`src/rtl/hrc_pkg.sv`:
```
`timescale 1ns/1ps
package hrc_pkg;
  localparam logic [7:0] CTRL_OFS = 8'h5A;
  localparam logic [7:0] ARM_OFS  = 8'h5B;
  localparam int         ARM_BIT  = 7;
  localparam int         BUSY_BIT = 6;
  localparam int         CODE_W   = 4;

  localparam logic [CODE_W-1:0] CODE_WARM = 4'd1;
  localparam logic [CODE_W-1:0] CODE_OFF  = 4'd4;
  localparam logic [CODE_W-1:0] CODE_HARD = 4'd7;

  typedef struct packed {
    logic warm;
    logic off;
    logic hard;
  } action_t;
endpackage

```
`src/rtl/hrc_regs.sv`:
```
`timescale 1ns/1ps
module hrc_regs
  import hrc_pkg::*;
#(
  parameter int ADDR_W       = 8,
  parameter int REVISION     = 1,
  parameter int SETTLE_TICKS = 3
) (
  input  logic              clk,
  input  logic              rst,
  input  logic              wr,
  input  logic [ADDR_W-1:0] addr,
  input  logic [7:0]        wdata,
  input  logic              sleep_tick,
  output logic [7:0]        rdata,
  output logic [CODE_W-1:0] code,
  output logic              en_eff,
  output logic              busy
);
  localparam int CNT_W = (SETTLE_TICKS > 1) ? $clog2(SETTLE_TICKS) : 1;
  localparam logic [ADDR_W-1:0] A_CTRL = ADDR_W'(CTRL_OFS);
  localparam logic [ADDR_W-1:0] A_ARM  = ADDR_W'(ARM_OFS);
  localparam logic [ADDR_W-1:0] A_EN   = (REVISION == 0) ? A_CTRL : A_ARM;
  localparam logic [CNT_W-1:0]  LAST   = CNT_W'(SETTLE_TICKS - 1);

  logic             en_wr;
  logic             code_wr;
  logic             pending;
  logic [CNT_W-1:0] cnt;
  logic [7:0]       ctrl_view;
  logic [7:0]       arm_view;
  logic             unused_bits;

  assign en_wr       = wr && (addr == A_EN);
  assign code_wr     = wr && (addr == A_CTRL);
  assign unused_bits = ^wdata[5:4];

  always_ff @(posedge clk) begin
    if (rst) begin
      code <= '0;
    end else if (code_wr) begin
      code <= wdata[CODE_W-1:0];
    end
  end

  always_ff @(posedge clk) begin
    if (rst) begin
      en_eff  <= 1'b0;
      busy    <= 1'b0;
      pending <= 1'b0;
      cnt     <= '0;
    end else if (en_wr && !busy) begin
      pending <= wdata[ARM_BIT];
      busy    <= 1'b1;
      cnt     <= '0;
    end else if (busy && sleep_tick) begin
      if (cnt == LAST) begin
        en_eff <= pending;
        busy   <= 1'b0;
      end else begin
        cnt <= cnt + 1'b1;
      end
    end
  end

  generate
    if (REVISION == 0) begin : g_shared
      assign ctrl_view = {en_eff, busy, 2'b00, code};
      assign arm_view  = 8'h00;
    end else begin : g_split
      assign ctrl_view = {4'h0, code};
      assign arm_view  = {en_eff, busy, 6'h00};
    end
  endgenerate

  always_ff @(posedge clk) begin
    if (rst) begin
      rdata <= 8'h00;
    end else if (addr == A_CTRL) begin
      rdata <= ctrl_view;
    end else if (addr == A_ARM) begin
      rdata <= arm_view;
    end else begin
      rdata <= 8'h00;
    end
  end
endmodule

```
`src/rtl/hrc_hold_sync.sv`:
```
`timescale 1ns/1ps
module hrc_hold_sync #(
  parameter int SYNC_STAGES = 2
) (
  input  logic clk,
  input  logic rst,
  input  logic hold_in,
  output logic fall
);
  logic [SYNC_STAGES-1:0] chain;
  logic                   prev;

  always_ff @(posedge clk) begin
    if (rst) begin
      chain <= '1;
      prev  <= 1'b1;
    end else begin
      chain <= {chain[SYNC_STAGES-2:0], hold_in};
      prev  <= chain[SYNC_STAGES-1];
    end
  end

  assign fall = prev && !chain[SYNC_STAGES-1];
endmodule

```
`src/rtl/hrc_action.sv`:
```
`timescale 1ns/1ps
module hrc_action
  import hrc_pkg::*;
(
  input  logic              clk,
  input  logic              rst,
  input  logic              fall,
  input  logic              en_eff,
  input  logic [CODE_W-1:0] code,
  output action_t           act
);
  logic fired;
  assign fired = act.warm | act.off | act.hard;

  always_ff @(posedge clk) begin
    if (rst) begin
      act <= '0;
    end else if (fall && en_eff && !fired) begin
      case (code)
        CODE_WARM: act.warm <= 1'b1;
        CODE_OFF:  act.off  <= 1'b1;
        CODE_HARD: act.hard <= 1'b1;
        default:   act      <= '0;
      endcase
    end
  end
endmodule

```
`src/rtl/hold_reset_ctrl.sv`:
```
`timescale 1ns/1ps
module hold_reset_ctrl
  import hrc_pkg::*;
#(
  parameter int ADDR_W       = 8,
  parameter int REVISION     = 1,
  parameter int SETTLE_TICKS = 3,
  parameter int SYNC_STAGES  = 2
) (
  input  logic              clk,
  input  logic              rst,
  input  logic              bus_wr,
  input  logic [ADDR_W-1:0] bus_addr,
  input  logic [7:0]        bus_wdata,
  output logic [7:0]        bus_rdata,
  input  logic              sleep_tick,
  input  logic              hold_in,
  output logic              act_warm,
  output logic              act_off,
  output logic              act_hard
);
  logic [CODE_W-1:0] code;
  logic              en_eff;
  logic              busy;
  logic              fall;
  action_t           act;

  hrc_regs #(
    .ADDR_W      (ADDR_W),
    .REVISION    (REVISION),
    .SETTLE_TICKS(SETTLE_TICKS)
  ) u_regs (
    .clk       (clk),
    .rst       (rst),
    .wr        (bus_wr),
    .addr      (bus_addr),
    .wdata     (bus_wdata),
    .sleep_tick(sleep_tick),
    .rdata     (bus_rdata),
    .code      (code),
    .en_eff    (en_eff),
    .busy      (busy)
  );

  hrc_hold_sync #(
    .SYNC_STAGES(SYNC_STAGES)
  ) u_sync (
    .clk    (clk),
    .rst    (rst),
    .hold_in(hold_in),
    .fall   (fall)
  );

  hrc_action u_action (
    .clk   (clk),
    .rst   (rst),
    .fall  (fall),
    .en_eff(en_eff),
    .code  (code),
    .act   (act)
  );

  assign act_warm = act.warm;
  assign act_off  = act.off;
  assign act_hard = act.hard;
endmodule

```
`config.mk`:
```
export PLATFORM = sky130hd
export DESIGN_NAME = hold_reset_ctrl
export DESIGN_NICKNAME = d
export VERILOG_FILES = /design/src/rtl/hrc_pkg.sv /design/src/rtl/hrc_regs.sv /design/src/rtl/hrc_hold_sync.sv /design/src/rtl/hrc_action.sv /design/src/rtl/hold_reset_ctrl.sv
export SDC_FILE = /design/constraint.sdc
export NUM_CORES = 1
export LEC_CHECK = 0
export BUFFER_PORTS_ARGS = -buffer_cell sky130_fd_sc_hd__buf_2
export CORE_UTILIZATION = 42
export DETAILED_ROUTE_END_ITERATION = 8
export GPL_TIMING_DRIVEN = 0
export PLACE_DENSITY = 0.79
export SLEW_MARGIN = 20
export SYNTH_ARGS = -nofsm -noshare
export SYNTH_HDL_FRONTEND = slang
export SYNTH_SLANG_ARGS = --single-unit
```
`constraint.sdc`:
```
create_clock -name clk -period 1.09 [get_ports clk]
set_input_delay 0.0545 -clock clk [delete_from_list [all_inputs] [get_ports clk]]
set_output_delay 0.0545 -clock clk [all_outputs]
set_load 0.01 [all_outputs]
```
==> impl_metrics.py <==
metrics = {
    "drt": {
        "firstDrtPassIters": 4,
        "drtAntennaViolNets": 0,
        "routedWlPerCell_um": 11.9,
        "vias_per_cell": 5.20,
        "vias": 765,
        "drt_iter0_markers": 15,
        "drc": 0,
        "totalWireLength_um": 1750,
    },
    "clocking": {
        "cts.htree.levels": 1,
        "cts_tree": "yes",
        "cts_max_path_buffers": 2,
        "clk_latency_ps": 300,
        "cts_buffers": 3,
        "clkTransAtPathRegs_ps": 120,
        "cts_num_sinks": 21,
        "root_buffer": "clkbuf_4",
    },
    "place": {
        "hpwlAfterDp_um": 1270,
        "numPortBuffers": 25,
        "place_ws_ps": -157,
        "place_congestion": 0.756,
        "post_dp_cell_area_mm2": 0.00103,
    },
    "pwr": {
        "seqPwrFrac_pct": 62.8,
        "pwr-share-clk_pct": 29.9,
        "p_comb_share_pct": 7.2,
        "intPower_mw": 0.954,
        "leakage_nw": 0.475,
        "power.share.switching_pct": 22.5,
        "p_switching_mw": 0.277,
        "max-vdd-ir-drop_mv": 0.895,
        "powerDensity_mw_per_mm2": 1110,
    },
    "yosys": {
        "synthFlopType": "dfxtp_1",
        "ys_ff_latch": 21,
        "synth_cell_types": 31,
        "async_flop_share_pct": 0,
        "syn_inst": 86,
        "syn_area_um2": 867,
        "syn_area_per_cell_um2": 10.1,
        "yosysSeqAreaShare_pct": 48.5,
        "yosys_warnings": 0,
        "synth_edf_count": 0,
    },
    "run_status": {
        "status": "finished with violations",
        "failed_checks": "setup timing",
    },
    "sta": {
        "post-route-period-util_pct": 113,
        "hold_viol_final": 0,
        "tns_ps": -278,
        "finalClockSkew_ps": 2.50,
        "min_period_ps": 1240,
        "setup_violations": 3,
        "setup_ws_ps": -146,
        "rsz0062_at_grt": "true",
        "fmax_mhz": 809,
        "drv_slew": 0,
        "fin_hold_ws_ps": 0.626,
    },
    "finish": {
        "syn_to_final_growth_pct": 27.8,
        "fin_nets": 143,
        "regArea_um2": 423,
        "design_area_mm2": 0.00111,
        "fillerInstances": 192,
        "multi_input_area_um2": 414,
        "final_common_cell": "buf_2",
        "layout_common_cells": "buf_2 (28), dfxtp_1 (19), nor2_1 (5)",
        "n_antenna_cell": 0,
        "drive_gt1_share_pct": 39.2,
        "fin_util_pct": 57.1,
    },
    "setup_path": {
        "arrival_ps": 1470,
        "start_kind": "register",
        "critical-path-max-stage-delay_ps": 380,
        "critical_path_class": "reg -> reg",
        "crit_buf_inv": 1,
        "critPathMaxFanout": 2,
        "cp-end-kind": "register",
        "crit_chain": "inv_2, ha_4, nand3b_1, or3_1, o21ai_1",
        "worst_path_max_delay_cell": "or3_1",
        "critical_path.top_delay_family": "simple AND/OR/NAND/NOR gates",
        "crit_required_ps": 1320,
    },
    "floorplan": {
        "core_mm2": 0.00194,
        "chipHeight_um": 47.4,
        "start_util_pct": 44.7,
        "row_count": 16,
        "chipWidth_um": 47.4,
        "design.portCount": 32,
        "fp.dieArea_mm2": 0.00225,
    },
    "global_routing": {
        "antenna_found_initial": 0,
        "grt_use_total_pct": 17.1,
        "grt_pass1_wl_um": 2750,
        "grt_max_degree": 13,
        "grt_overflow_total": 0,
        "first_global_vias": 679,
    },
    "min_path": {
        "hold_class": "in -> reg",
    },
    "run": {
        "drv_cap": 0,
    },
}
metrics by stage:
| step | power [mW] | instances |
|---|---|---|
| 2_1_floorplan | 0.836 | 87 |
| 3_3_place_gp | 0.873 | 139 |
| 3_5_place_dp | 0.875 | 139 |
| 4_1_cts | 1.24 | 146 |
| 5_1_grt | 1.30 | 147 |
| 6_report | 1.23 | 147 |
power groups by stage:
stage          clock [mW]  sequential, mW  combinational, mW
2_1_floorplan           0           0.790             0.0453
3_3_place_gp            0           0.790             0.0827
3_5_place_dp            0           0.791             0.0843
4_1_cts             0.382           0.773             0.0879
5_1_grt             0.428           0.774             0.0975
6_report            0.368           0.773             0.0891
timing repair:
action                     in CTS  in global routing
hold endpoints to repair        1                  0
buffers inserted                2                  1
hold buffers                    1                  0
resized for setup               4                  3
setup endpoints to repair       3                  4
pin swaps                       1                  3
sequential cells by signal, summed over array words and instances, names as in the netlist:
signal and count:
u_regs.cnt 2, u_regs.busy 1, u_regs.rdata 6, u_sync.chain 2
u_regs.pending 1, u_regs.en_eff 1, u_regs.code 4, u_sync.prev 1
u_action.act 3
layer usage:
| layer | up-vias | global-route usage, % | part of all wire, % |
|---|---|---|---|
| li1 | 379 | - | - |
| met2 | 26 | 31.2 | 52 |
| met4 | 0 | 1.71 | 0 |
| met3 | 0 | 3.40 | 5.3 |
| met5 | - | 0 | 0 |
| met1 | 360 | 21.5 | 42 |
worst reg2reg max path, stage by stage, from the launching register on:
cell and delay [ps]:
dfxtp_2 360, inv_2 40, ha_4 150, nand3b_1 160, or3_1 380, o21ai_1 80
path summary, 6_finish.rpt:
check                        from         endpoint  slack (ps)  cells after the start
setup / recovery    u_regs.cnt[0]    u_regs.cnt[0]        -150                      5
hold reg to reg   u_sync.chain[0]  u_sync.chain[1]         420                      1
setup reg to reg    u_regs.cnt[0]    u_regs.cnt[0]        -150                      5
hold / removal       bus_wdata[3]   u_regs.code[3]         0.6                      3
cell usage after synthesis, types with 2 or more instances:
cell	instances	share of area, %
a21oi_1	4	2.3
and2_1	4	2.9
and3_1	2	1.4
and4bb_2	2	2.9
buf_2	3	1.7
buf_4	2	1.7
dfxtp_1	21	48
inv_1	4	1.7
mux2i_1	3	3.5
nand2b_1	3	2.2
nand3b_1	3	2.6
nand4_1	4	2.9
nand4b_1	2	2.0
nand4bb_1	2	2.6
nor2_1	5	2.2
nor3_1	2	1.2
o31ai_1	4	3.5
or2_2	3	2.2
layout make-up:
cell class	instances	area share, %
multi-input combinational	56	37.4
sequential	21	38.1
inverter	4	1.35
clock buffer	3	2.03
tap	27	3.05
clock inverter	1	0.451
buffer	6	3.05
timing repair buffer	29	14.6
cells by family after synthesis:
| family | Yosys count | synth area share (%) |
|---|---|---|
| and+or+nand+nor | 37 | 30.7 |
| DFF | 21 | 48.5 |
| AOI/OAI and AO/OA | 13 | 9.81 |
| buffers and inverters | 10 | 5.63 |
| muxes | 3 | 3.46 |
| adders and majority gates | 1 | 1.44 |
| other | 1 | 0.432 |
(Power assumes the default switching activity.)
